$ cat src/rtl/oam_dma_pkg.sv
package oam_dma_pkg;

  typedef struct packed {
    logic [15:0] lo;  // inclusive
    logic [15:0] hi;  // exclusive
  } win_t;

  // Blocked window selected by source region and model.
  function automatic win_t block_window(input logic color, input logic [2:0] region);
    win_t w;
    if (region == 3'd4) begin
      w.lo = 16'h8000; w.hi = 16'hA000;
    end else if (!color) begin
      w.lo = 16'hA000; w.hi = 16'hFE00;
    end else if (region == 3'd6) begin
      w.lo = 16'hC000; w.hi = 16'hFE00;
    end else begin
      w.lo = 16'hA000; w.hi = 16'hC000;
    end
    return w;
  endfunction

endpackage

$ cat src/rtl/oam_dma_seq.sv
module oam_dma_seq #(
  parameter int          N_BYTES   = 160,
  parameter int          FIRST_GAP = 8,
  parameter int          NEXT_GAP  = 4,
  parameter logic [15:0] MAX_BASE  = 16'hF100,
  localparam int         IDX_W     = $clog2(N_BYTES),
  localparam int         CNT_W     = $clog2(FIRST_GAP)
) (
  input  logic             clk_i,
  input  logic             rst_ni,
  input  logic             trig_i,
  input  logic [15:0]      trig_base_i,
  output logic             active_o,
  output logic             fire_o,
  output logic [15:0]      src_o,
  output logic [IDX_W-1:0] idx_o
);

  localparam logic [CNT_W-1:0] FIRST_LD = CNT_W'(FIRST_GAP - 1);
  localparam logic [CNT_W-1:0] NEXT_LD  = CNT_W'(NEXT_GAP - 1);
  localparam logic [IDX_W-1:0] LAST_IDX = IDX_W'(N_BYTES - 1);

  logic             active_q;
  logic [CNT_W-1:0] cnt_q;
  logic [IDX_W-1:0] idx_q;
  logic [15:0]      src_q;
  logic             accept, fire, last;

  assign accept = trig_i && (trig_base_i <= MAX_BASE);
  assign fire   = active_q && (cnt_q == '0);
  assign last   = (idx_q == LAST_IDX);

  always_ff @(posedge clk_i or negedge rst_ni) begin
    if (!rst_ni) begin
      active_q <= 1'b0;
      cnt_q    <= '0;
      idx_q    <= '0;
      src_q    <= '0;
    end else if (accept) begin
      // restart wins over an in-flight byte
      active_q <= 1'b1;
      cnt_q    <= FIRST_LD;
      idx_q    <= '0;
      src_q    <= trig_base_i;
    end else if (fire) begin
      if (last) begin
        active_q <= 1'b0;
      end else begin
        idx_q <= idx_q + 1'b1;
        src_q <= src_q + 16'd1;
        cnt_q <= NEXT_LD;
      end
    end else if (active_q) begin
      cnt_q <= cnt_q - 1'b1;
    end
  end

  assign active_o = active_q;
  assign fire_o   = fire;
  assign src_o    = src_q;
  assign idx_o    = idx_q;


  ign_trig_chk: assert property (@(posedge clk_i) disable iff (!rst_ni)
    (trig_i && trig_base_i > MAX_BASE && !active_q) |=> !active_q);


  restart_chk: assert property (@(posedge clk_i) disable iff (!rst_ni)
    accept |=> (active_q && idx_q == '0 && src_q == $past(trig_base_i) && !fire));


  gap_chk: assert property (@(posedge clk_i) disable iff (!rst_ni)
    fire |=> !fire);


  done_chk: assert property (@(posedge clk_i) disable iff (!rst_ni)
    (fire && last && !accept) |=> !active_q);


  src_step_chk: assert property (@(posedge clk_i) disable iff (!rst_ni)
    (fire && !last && !accept) |=> (src_q == $past(src_q) + 16'd1));

endmodule

$ cat src/rtl/oam_dma_guard.sv
module oam_dma_guard
  import oam_dma_pkg::*;
(
  input  logic        clk_i,
  input  logic        rst_ni,
  input  logic        active_i,
  input  logic        model_color_i,
  input  logic [15:0] src_i,
  input  logic [15:0] cpu_addr_i,
  input  logic        cpu_rd_i,
  input  logic        cpu_wr_i,
  input  logic [7:0]  mem_rdata_i,
  output logic        blocked_o,
  output logic        mem_rd_o,
  output logic        mem_wr_o,
  output logic [7:0]  cpu_rdata_o
);

  localparam logic [15:0] OAM_LO = 16'hFE00;
  localparam logic [15:0] OAM_HI = 16'hFEA0;

  win_t win;
  logic in_oam, in_win, blocked;

  assign win     = block_window(model_color_i, src_i[15:13]);
  assign in_oam  = (cpu_addr_i >= OAM_LO) && (cpu_addr_i < OAM_HI);
  assign in_win  = (cpu_addr_i >= win.lo) && (cpu_addr_i < win.hi);
  assign blocked = active_i && (in_oam || in_win);

  assign blocked_o   = blocked;
  assign mem_rd_o    = cpu_rd_i && !blocked;
  assign mem_wr_o    = cpu_wr_i && !blocked;
  assign cpu_rdata_o = blocked ? 8'hFF : mem_rdata_i;


  oam_blk_chk: assert property (@(posedge clk_i) disable iff (!rst_ni)
    (active_i && cpu_rd_i && cpu_addr_i >= 16'hFE00 && cpu_addr_i <= 16'hFE9F)
      |-> (cpu_rdata_o == 8'hFF && !mem_rd_o));


  drop_chk: assert property (@(posedge clk_i) disable iff (!rst_ni)
    blocked_o |-> (!mem_rd_o && !mem_wr_o));


  idle_pass_chk: assert property (@(posedge clk_i) disable iff (!rst_ni)
    !active_i |-> (mem_rd_o == cpu_rd_i && mem_wr_o == cpu_wr_i && cpu_rdata_o == mem_rdata_i));

endmodule

$ cat src/rtl/oam_dma_engine.sv
module oam_dma_engine #(
  parameter int          N_BYTES   = 160,
  parameter int          FIRST_GAP = 8,
  parameter int          NEXT_GAP  = 4,
  parameter logic [15:0] MAX_BASE  = 16'hF100,
  localparam int         IDX_W     = $clog2(N_BYTES)
) (
  input  logic             clk_i,
  input  logic             rst_ni,
  input  logic             trig_i,
  input  logic [15:0]      trig_base_i,
  input  logic             model_color_i,
  input  logic [15:0]      cpu_addr_i,
  input  logic             cpu_rd_i,
  input  logic             cpu_wr_i,
  input  logic [7:0]       cpu_wdata_i,
  output logic [7:0]       cpu_rdata_o,
  output logic             cpu_blocked_o,
  output logic [15:0]      mem_addr_o,
  output logic             mem_rd_o,
  output logic             mem_wr_o,
  output logic [7:0]       mem_wdata_o,
  input  logic [7:0]       mem_rdata_i,
  output logic             src_req_o,
  output logic [15:0]      src_addr_o,
  input  logic [7:0]       src_rdata_i,
  output logic             oam_we_o,
  output logic [IDX_W-1:0] oam_addr_o,
  output logic [7:0]       oam_wdata_o
);

  logic             active, fire;
  logic [15:0]      src;
  logic [IDX_W-1:0] idx;

  oam_dma_seq #(
    .N_BYTES  (N_BYTES),
    .FIRST_GAP(FIRST_GAP),
    .NEXT_GAP (NEXT_GAP),
    .MAX_BASE (MAX_BASE)
  ) u_seq (
    .clk_i      (clk_i),
    .rst_ni     (rst_ni),
    .trig_i     (trig_i),
    .trig_base_i(trig_base_i),
    .active_o   (active),
    .fire_o     (fire),
    .src_o      (src),
    .idx_o      (idx)
  );

  oam_dma_guard u_guard (
    .clk_i        (clk_i),
    .rst_ni       (rst_ni),
    .active_i     (active),
    .model_color_i(model_color_i),
    .src_i        (src),
    .cpu_addr_i   (cpu_addr_i),
    .cpu_rd_i     (cpu_rd_i),
    .cpu_wr_i     (cpu_wr_i),
    .mem_rdata_i  (mem_rdata_i),
    .blocked_o    (cpu_blocked_o),
    .mem_rd_o     (mem_rd_o),
    .mem_wr_o     (mem_wr_o),
    .cpu_rdata_o  (cpu_rdata_o)
  );

  assign mem_addr_o  = cpu_addr_i;
  assign mem_wdata_o = cpu_wdata_i;

  // engine reads take a private path, never gated
  assign src_req_o   = fire;
  assign src_addr_o  = src;
  assign oam_we_o    = fire;
  assign oam_addr_o  = idx;
  assign oam_wdata_o = src_rdata_i;

endmodule

$ cat config.mk
export PLATFORM = sky130hd
export DESIGN_NAME = oam_dma_engine
export DESIGN_NICKNAME = d
export VERILOG_FILES = /design/src/rtl/oam_dma_pkg.sv /design/src/rtl/oam_dma_seq.sv /design/src/rtl/oam_dma_guard.sv /design/src/rtl/oam_dma_engine.sv
export SDC_FILE = /design/constraint.sdc
export NUM_CORES = 1
export LEC_CHECK = 0
export ABC_CLOCK_PERIOD_IN_PS = 4300
export BUFFER_PORTS_ARGS = -buffer_cell sky130_fd_sc_hd__clkbuf_2
export CORE_MARGIN = 4
export CORE_UTILIZATION = 40
export CTS_BUF_LIST = sky130_fd_sc_hd__clkbuf_4 sky130_fd_sc_hd__clkbuf_8
export DETAILED_ROUTE_END_ITERATION = 10
export PLACE_DENSITY_LB_ADDON = 0.05
export SKIP_LAST_GASP = 1
export SYNTH_ARGS = -nofsm -noshare
export SYNTH_HDL_FRONTEND = slang
export SYNTH_SLANG_ARGS = --single-unit
$ cat constraint.sdc
create_clock -name clk_i -period 4.3 [get_ports clk_i]
set_input_delay 0.645 -clock clk_i [delete_from_list [all_inputs] [get_ports clk_i]]
set_output_delay 0.645 -clock clk_i [all_outputs]
set_load 0.01 [all_outputs]
==> impl_results.md, run 1 <==
* Synth Area in Adders at 0.0622
* Post-Synth XOR/XNOR Area at 0.0712
* Largest family of logic cells by synthesized area: simple AND/OR/NAND/NOR gates
* Status: complete, no violations
* Yosys reg bits at 28
* Post-Syn Instances at between 200 and 300
* Total Routing Usage GR at 0.153
* Drt first pass iters at 4
* Compound-Gate Fraction of Synth Area at 0.117
* Fillers at 540
* Final hold vios at 0
* Fin Clk Skew at 9.34 ps
* Final setup vio count at 0
* Slew Limit Fails at 0
* Total of max-cap violations at 0
* Clock insertion delay at the later pin of the skew report at approximately 280 ps
* Min Tclk post-route at 3450 ps
* Buf+Inv Stages, Crit Path at 1
* First-pass GRT wire length at roughly 8100 µm
* WP data arrival at ~2800 ps
* Share of cells above drive strength 1 at 0.378
* Reg-to-reg endpoint: u_seq.src_o[12]
* Peak fanout along the critical path at 11
* DRT Wirelength at 5150 µm
* Buffers on Ports at between 90 and 100
* # hold bufs at CTS at 0
* Number of diodes at 0
* Distinct cells, synth at 46
* Die W at 82.4 µm
* Post-synthesis sequential area ratio at 0.317
* H-Tree Depth at 1
* Core area at between 5000 and 6000 µm²
* Die H at between 80 and 90 µm
* CTS buffer count at 3
* Number of global-route vias before repair at between 1500 and 2000
* Initial Util at 0.423
* Drt via density at ~5.2
* Post-CTS setup repair buffer count at 0
* Syn-to-layout area delta at 16.3%
* Synthesized Nets at approximately 320
* Crit-path max cell delay at ~610 ps
* Reg2reg path depth at 8
* Simple-Gate Fraction of Synth Area at 0.281
* Largest area contributor in the netlist: dfrtp_1
* WL/cell at 13.4 µm
* Drt drc at 0
* Reg clk slew, reported paths at ~110 ps
* Gp weighted congestion at ~0.75
* YS warnings at 0
* DR vias at 2004
* Peak Freq at 290 MHz
* RSZ-0062 raised after global routing: false
* Post-route setup TNS at 0 ps
* Post-layout net count at 389
* Post-Place Worst Slack at approximately 1000 ps
* Reg2reg start: u_seq.cnt_q[0]
* Crit end category: output port
* Antenna violations before repair at 0
* Mapped cell area at ~2200 µm²
* Post-cts sizing count at 0
* CTS Sinks at 28
* FF-to-FF setup slack at ~2100 ps
* Crit share post-route at 0.802
* Post-route ant nets at 0
* Critical Path Source Type: flip-flop
* Synth top area cells: dfrtp_1, buf_4, ha_1
* Power Density at between 200 and 300 nW/µm²
* Max clock buf depth at 2
* GRT overflow at 0
* HPWL after detailed placement at around 4100 µm
* Iteration-0 DRC Markers at 63
* Die area at between 6000 and 7000 µm²
* Pleak at 1.21 nW
* Hold Path Class: input port to asynchronous set/reset pin
* Syn Area/Cell at just under 9 µm²
* Largest net degree at the start of global routing at 29
* Most common cell after layout, fill and taps aside: clkbuf_2
* Max-slew headroom at 0.480
* Required time of the critical path at ~3700 ps
* Post-synthesis mux area share at 0
* Worst path cell trace: nor3b_1 > a21o_1 > ha_1 > nor2_1 > nor3_1 > o41ai_1 > a21oi_1 > and2_4 > clkbuf_2
* Setup ws final at 853 ps
* Num rows at 26
* Root buffer cell: clkbuf_8
* Post-synth top area share at 0.317
* Max IR drop VDD at between 100 and 150 µV
* CP max-delay cell: a21oi_1
* Slew @ Worst Pin at 780 ps
* Crit path kind: flip-flop to output port
* Num ports at ~130
* TritonCTS clock tree: built
* CP delay by family, top: compound AO/OA/AOI/OAI gates
* Commonest non-fill, non-tap cells in the layout: clkbuf_2, nand2_1, dfrtp_1, o21ai_0, nand4_1
Yosys cell counts, drive strengths merged:
master	n
buf	38
dfrtp	28
nand2	28
o21ai	17
nand4	12
ha	11
inv	11
xnor2	11
nand2b	10
nand3	9
nor4	9
a21oi	8
nor2	8
nor3	7
xor2	7
and2	4
or3	4
a32oi	3
and3	3
nor2b	3
o211ai	3
a31oi	2
and4	2
nor4b	2
o21a	2
a2111oi	1
a21o	1
a31o	1
clkbuf	1
nand4b	1
nor3b	1
o31ai	1
o41ai	1
or3b	1
worst max path at each step:
| stage | start | endpoint | slack [ps] | depth (start not counted) |
|---|---|---|---|---|
| 4_1_cts | u_seq.src_o[13] | mem_wr_o | 820 | 9 |
| 3_3_place_gp | model_color_i | mem_rd_o | 1090 | 10 |
| 2_1_floorplan | model_color_i | mem_rd_o | 1510 | 9 |
| 6_report | u_seq.src_o[14] | mem_wr_o | 850 | 9 |
| 3_5_place_dp | model_color_i | mem_wr_o | 1010 | 10 |
| 5_1_grt | u_seq.src_o[13] | mem_rd_o | 620 | 9 |
report_power, final:
group          switching (mW)  total, mW  internal (mW)
combinational          0.0968      0.178         0.0814
sequential             0.0296      0.313          0.284
clock                  0.0904      0.215          0.125
total                   0.217      0.707          0.490
worst register-to-register path: stages, from the launching register on:
cell	delay, ps
dfrtp_1	410
inv_1	60
ha_1	140
ha_1	160
and2_4	170
o21a_1	440
nand3_2	190
or3_1	340
a32oi_1	200
through the flow:
| stage | power, mW | std cells | utilization | hold slack [ps] | area (µm²) |
|---|---|---|---|---|---|
| detailed placement | 0.500 | 381 | 0.478 | 499 | 2500 |
| floorplan | 0.440 | 251 | - | 349 | 2210 |
| global route | 0.750 | 385 | 0.492 | 456 | 2570 |
| global placement | 0.498 | 381 | 0.478 | 494 | 2500 |
| finish | 0.707 | 385 | 0.492 | 396 | 2570 |
| CTS | 0.716 | 385 | 0.492 | 424 | 2570 |
state kept, by name, summed over array words and instances (netlist names):
| signal | flops |
|---|---|
| u_seq.src_o | 16 |
| u_seq.idx_o | 8 |
| u_seq.cnt_q | 3 |
| u_seq.active_o | 1 |
cell families (layout without fill, tap and decap cells):
family | Yosys count | after routing
adders and majority gates | 11 | 11
DFF | 28 | 28
AOI/OAI and AO/OA | 40 | 40
buffers and inverters | 50 | 114
xor gates and xnor gates | 18 | 18
and+or+nand+nor | 104 | 104
cell type report:
type / instances / area, µm² / area share
clock buffers: 3 / 41.3 / 0.0160
inverters: 11 / 41.3 / 0.0160
repair buffers: 99 / 498 / 0.193
flip-flops and latches: 28 / 701 / 0.272
well taps: 70 / 87.6 / 0.0340
clock inverters: 1 / 30.0 / 0.0117
multi-input cells: 173 / 1180 / 0.457
per-layer routing:
layer	up-vias	global-route usage	part of all wire
met1	931	0.202	0.45
met4	0	0.0465	0.011
li1	993	-	-
met5	-	0	0
met3	5	0.0271	0.082
met2	75	0.256	0.46
Note: power is estimated with default switching activity, not from simulation.
==> run 2, diff against run 1 <==
--- a/config.mk
+++ b/config.mk
@@ -5,7 +5,7 @@
 export SDC_FILE = /design/constraint.sdc
 export NUM_CORES = 1
 export LEC_CHECK = 0
-export ABC_CLOCK_PERIOD_IN_PS = 4300
+export ABC_CLOCK_PERIOD_IN_PS = 3210
 export BUFFER_PORTS_ARGS = -buffer_cell sky130_fd_sc_hd__clkbuf_2
 export CORE_MARGIN = 4
 export CORE_UTILIZATION = 40
==> constraint.sdc (replaced) <==
create_clock -name clk_i -period 3.21 [get_ports clk_i]
set_input_delay 0.4815 -clock clk_i [delete_from_list [all_inputs] [get_ports clk_i]]
set_output_delay 0.4815 -clock clk_i [all_outputs]
set_load 0.01 [all_outputs]
==> impl_results.md, run 2 (synthesis results as in run 1) <==
* Status: complete, no violations
* Root buffer cell: clkbuf_8
* Buffers on Ports at 98 (unchanged)
* Antenna violations before repair at 0 (unchanged)
* Die area at 6790 µm² (unchanged)
* Slew Limit Fails at 0 (unchanged)
* GRT overflow at 0 (unchanged)
* Net Sw Frac at 0.304 (-0.00244)
* Gp weighted congestion at 0.735 (-1.6%)
* H-Tree Depth at 1 (unchanged)
* Die H at 82.4 µm (unchanged)
* Post-route ant nets at 0 (unchanged)
* Drt first pass iters at 4 (unchanged)
* Number of global-route vias before repair at 1827 (+3.5%)
* Required time of the critical path at 2730 ps (-920 ps)
* Peak fanout along the critical path at 6 (-5)
* Metal3 WL at 405 µm (-4.0%)
* WL/cell at 13.4 µm (+0.21%)
* Highest Signal Layer: met4
* Hold Path Class: input port to asynchronous set/reset pin
* Gate power share at 0.269 (+0.017)
* Num ports at 131 (unchanged)
* Met2 Wirelength at 2410 µm (+1.8%)
* CTS Sinks at 28 (unchanged)
* Post-route setup TNS at 0 ps (unchanged)
* Iteration-0 DRC Markers at 70 (+11%)
* Post-layout net count at 394 (+1.3%)
* Peak Freq at 326 MHz
* Max clock buf depth at 2 (unchanged)
* DRT Wirelength at 5230 µm (+1.5%)
* Total of max-cap violations at 0 (unchanged)
* Critical Path Source Type: flip-flop
* Commonest non-fill, non-tap cells in the layout: clkbuf_2, nand2_1, dfrtp_1, o21ai_0, nand4_1
* Pleak at 1.25 nW (+3.1%)
* Final hold vios at 0 (unchanged)
* Finished Core Util at 0.508 (+0.0167)
* Slew @ Worst Pin at 732 ps (-48.3 ps)
* WP data arrival at 2590 ps (-210 ps)
* Die W at 82.4 µm (unchanged)
* Drt drc at 0 (unchanged)
* Internal power at 0.671 mW (+37%)
* Syn-to-layout area delta at 20.3%
* Largest net degree at the start of global routing at 29 (unchanged)
* Wire length on met1 at 2360 µm (+2.3%)
* RSZ-0062 raised after global routing: true
* Most common cell after layout, fill and taps aside: clkbuf_2
* # hold bufs at CTS at 0 (unchanged)
* Number of diodes at 0 (unchanged)
* Non-filler cells, final at 390 (+1.3%)
* Cell total after placement at 383 (+0.52%)
* HPWL after detailed placement at 4150 µm (about the same)
* Num rows at 26 (unchanged)
* Core area at 5240 µm² (unchanged)
* Reg2reg path depth at 8 (unchanged)
* Fin Clk Skew at 6.97 ps (-2.37 ps)
* Seq pwr share at 0.435 (-0.008)
* Drt via density at 5.07 (-2.6%)
* Max reg flops at 16 (unchanged)
* Crit share post-route at 0.957
* TritonCTS clock tree: built
* Max IR drop VDD at 254 µV (+120%)
* Clock share of power at 0.296 (-0.009)
* Share of cells above drive strength 1 at 0.403 (+0.0253)
* Total Routing Usage GR at 0.153 (-0.000299)
* Clock insertion delay at the later pin of the skew report at 280 ps (about the same)
* Power Density at 362 nW/µm² (+32%)
* Crit path kind: flip-flop to output port
* Final setup vio count at 0 (unchanged)
* First-pass GRT wire length at 8140 µm (-0.16%)
* CTS buffer count at 3 (unchanged)
* Switching Power at 0.293 mW (+35%)
* DR vias at 1978 (-1.3%)
* Crit end category: output port
* Initial Util at 0.423 (unchanged)
* Reg clk slew, reported paths at 100 ps (about the same)
* Min Tclk post-route at about 3000 ps
* Max-slew headroom at 0.512 (+0.0322)
-- run 2: path summary, 6_finish.rpt --
| kind | startpoint | to | slack, ps |
|---|---|---|---|
| min in group clk_i | trig_base_i[9] | u_seq.src_o[9] | 410 |
| worst min register to register | u_seq.cnt_q[2] | u_seq.cnt_q[2] | 530 |
| max in group asynchronous | rst_ni | u_seq.src_o[15] | 2460 |
| worst max register to register | u_seq.cnt_q[0] | u_seq.src_o[14] | 1170 |
| worst max-delay path | u_seq.src_o[13] | mem_wr_o | 140 |
| worst min-delay path | rst_ni | u_seq.idx_o[7] | 240 |
-- run 2: power groups by stage --
stage / Clock [mW] / Sequential, mW / Combinational [mW]
after global placement: 0 / 0.427 / 0.243
after CTS: 0.299 / 0.419 / 0.247
after global routing: 0.311 / 0.425 / 0.292
after detailed placement: 0 / 0.426 / 0.246
after floorplan: 0 / 0.428 / 0.161
final: 0.286 / 0.419 / 0.259
-- run 2: timing repair --
item	in CTS	in global routing
buffers inserted	0	2
endpoints found under the setup margin	0	9
gates resized for setup	0	16
-- run 2: stage by stage --
step	setup WS, ps	area, µm²	total power [mW]	hold WS [ps]
floorplan	678	2210	0.589	186
global placement	441	2520	0.669	494
detailed placement	382	2520	0.672	498
CTS	108	2590	0.965	267
global route	-29.1	2660	1.03	284
finish	139	2660	0.964	240
-- run 2: area by class of cell --
| cell class | instances | area [µm²] |
|---|---|---|
| fillers | 527 | 2570 |
| multi-input cells | 173 | 1210 |
| flip-flops and latches | 28 | 704 |
| repair buffers | 104 | 549 |
| well taps | 70 | 87.6 |
| clock buffers | 3 | 41.3 |
| inverters | 11 | 41.3 |
| clock inverters | 1 | 30.0 |
-- run 2: per-layer routing --
layer  up-vias  global-route usage
li1        997                   -
met1       896               0.196
met2        81               0.260
met3         4              0.0304
met4         0              0.0465
met5         -                   0
-- run 2: worst max-delay path, stage by stage (launching register included) --
cell	delay, ps
dfrtp_2	440
nand4b_1	200
o21a_1	140
ha_1	270
nor4b_4	170
nand4_1	160
a2111oi_4	410
a21oi_2	120
buf_6	150
and2_4	130
buf_6	110
==> run 3, diff against run 2 <==
--- a/config.mk
+++ b/config.mk
@@ -7,8 +7,9 @@
 export LEC_CHECK = 0
 export ABC_CLOCK_PERIOD_IN_PS = 3210
 export BUFFER_PORTS_ARGS = -buffer_cell sky130_fd_sc_hd__clkbuf_2
+export CORE_ASPECT_RATIO = 0.7
 export CORE_MARGIN = 4
-export CORE_UTILIZATION = 40
+export CORE_UTILIZATION = 33
 export CTS_BUF_LIST = sky130_fd_sc_hd__clkbuf_4 sky130_fd_sc_hd__clkbuf_8
 export DETAILED_ROUTE_END_ITERATION = 10
 export PLACE_DENSITY_LB_ADDON = 0.05
==> impl_results.md, run 3 (synthesis results as in run 1) <==
* Die W at 106 µm (+29%)
* Internal power at 0.670 mW (-0.12%)
* Post-Place Worst Slack at 236 ps (-146 ps)
* FF-to-FF setup slack at 1160 ps (about the same)
* First-pass GRT wire length at 9520 µm (+17%)
* DRT Wirelength at 5940 µm (+13%)
* Max reg flops at 16 (unchanged)
* Crit-path max cell delay at 440 ps (about the same)
* Number of diodes at 0 (unchanged)
* Die H at 76.5 µm (-7.1%)
* Drt first pass iters at 4 (unchanged)
* Fin Clk Skew at 1.23 ps (-5.74 ps)
* Required time of the critical path at 2730 ps (about the same)
* Crit path kind: flip-flop to output port
* Num ports at 131 (unchanged)
* CTS Sinks at 28 (unchanged)
* Total of max-cap violations at 0 (unchanged)
* Reg2reg path depth at 6 (-2)
* Cell area after layout at 2680 µm² (+0.66%)
* Die area at 8100 µm² (+19%)
* Initial Util at 0.348 (-0.0749)
* Iteration-0 DRC Markers at 97 (+39%)
* FF+latch area at 704 µm² (unchanged)
* Power Density at 363 nW/µm² (+0.24%)
* Pleak at 1.25 nW (about the same)
* RSZ-0062 raised after global routing: true
* Drt via density at 4.77 (-6.0%)
* DR vias at 1954 (-1.2%)
* Root buffer cell: clkbuf_8
* Clock insertion delay at the later pin of the skew report at 280 ps (about the same)
* Crit share post-route at 0.994 (+0.0368)
* Seq pwr share at 0.433 (-0.002)
* Switching Power at 0.303 mW (+3.2%)
* TritonCTS clock tree: built
* Reg-to-reg endpoint: u_seq.src_o[14]
* Setup ws final at 20.8 ps (-118 ps)
* Post-route setup TNS at 0 ps (unchanged)
* H-Tree Depth at 1 (unchanged)
* Gp weighted congestion at 0.782 (+6.5%)
* Most common cell after layout, fill and taps aside: clkbuf_2
* Total Routing Usage GR at 0.143 (-0.0103)
* HPWL after detailed placement at 4730 µm (+14%)
* Syn-to-layout area delta at 21.1%
* Largest net degree at the start of global routing at 29 (unchanged)
* Fillers at 680 (+29%)
* Commonest non-fill, non-tap cells in the layout: clkbuf_2, nand2_1, dfrtp_1, o21ai_0, nand4_1
* CP max-delay cell: dfrtp_2
* Max-slew headroom at 0.493 (-0.0189)
* Clock share of power at 0.297 (about the same)
* WP data arrival at 2710 ps (+120 ps)
* Area after DPL at 2540 µm² (+0.74%)
* Buffers on Ports at 98 (unchanged)
* Peak fanout along the critical path at 11 (+5)
* Peak Freq at 314 MHz (-3.7%)
* Post-route ant nets at 0 (unchanged)
* Antenna violations before repair at 0 (unchanged)
* WL/cell at 14.5 µm (+8.0%)
* Post-layout net count at 393 (-0.25%)
* Max clock buf depth at 2 (unchanged)
* Share of cells above drive strength 1 at 0.401 (-0.00187)
* GRT overflow at 0 (unchanged)
* Multi-input logic area at 1210 µm² (unchanged)
* Status: complete, no violations
* Number of global-route vias before repair at 1865 (+2.1%)
* Worst path cell trace: nand4b_1 > o21a_1 > ha_1 > nor4b_4 > nand4_1 > a2111oi_4 > a21oi_2 > buf_12 > and2_4 > clkbuf_2
* Core area at 6370 µm² (+22%)
* Final setup vio count at 0 (unchanged)
* Gate power share at 0.270 (about the same)
* Final hold vios at 0 (unchanged)
* Net Sw Frac at 0.311 (+0.00707)
* Hold Path Class: input port to asynchronous set/reset pin
* Slew @ Worst Pin at 760 ps (+28.4 ps)
* CTS buffer count at 3 (unchanged)
* Reg clk slew, reported paths at 100 ps (about the same)
* Min Tclk post-route at 3190 ps (+118 ps)
* Total power at 0.973 mW (+0.90%)
* Critical Path Source Type: flip-flop
* Crit end category: output port
* Max IR drop VDD at 217 µV (-15%)
* Reg2reg start: u_seq.idx_o[0]
* Slew Limit Fails at 0 (unchanged)
* Drt drc at 0 (unchanged)
* Num rows at 24 (-7.7%)
==> run 3: cell count changes in the layout (fill, tap and decap cells not counted) <==
cell / before / now
buf_12: 0 / 1
buf_2: 4 / 0
buf_6: 3 / 0
clkbuf_2: 93 / 98
==> run 3: critical path: cells and delay by family, from the launching register on <==
kind            cells  cell delay [ps]
simple gates        4              740
flops               1              440
compound gates      3              700
buf+inv             2              280
fa+ha+maj           1              280
==> run 3: timing repair <==
action / in CTS / in global routing
pin swaps: 0 / 2
resized for setup: 1 / 6
hold buffers: 0 / 0
buffers inserted: 0 / 3
endpoints found under the setup margin: 8 / 11
==> run 3: worst max-delay path by stage <==
stage / startpoint / end / cells past startpoint
final: u_seq.src_o[13] / mem_wr_o / 10
after global placement: model_color_i / mem_wr_o / 10
after detailed placement: u_seq.src_o[13] / mem_wr_o / 9
after floorplan: u_seq.src_o[13] / mem_rd_o / 9
after global routing: u_seq.src_o[13] / mem_wr_o / 10
after CTS: u_seq.src_o[13] / mem_wr_o / 9
==> run 3: area by class of cell <==
class,instances,area share
inverters,11,0.0154
flip-flops and latches,28,0.263
multi-input cells,173,0.451
clock inverters,1,0.0112
well taps,91,0.0425
clock buffers,3,0.0154
repair buffers,103,0.202
==> run 3: power groups by stage <==
stage	logic [mW]	registers (mW)	clock network [mW]
global placement	0.249	0.426	0
detailed placement	0.246	0.427	0
finish	0.262	0.421	0.289
floorplan	0.161	0.428	0
global route	0.295	0.427	0.312
CTS	0.249	0.420	0.302
==> run 3: per-stage QoR <==
stage | hold slack [ps] | utilization | std cells
global route | 307 | 0.421 | 410
CTS | 272 | 0.410 | 407
floorplan | 186 | - | 251
detailed placement | 498 | 0.399 | 403
global placement | 504 | 0.399 | 403
finish | 249 | 0.421 | 410
==> run 3: per-layer routing <==
metal  vias up  GRT usage  wire length (µm)
met1       877      0.222              3070
met4         0     0.0181                22
met3         6     0.0406               429
li1       1005          -                 -
met5         -          0                 0
met2        66      0.197              2410
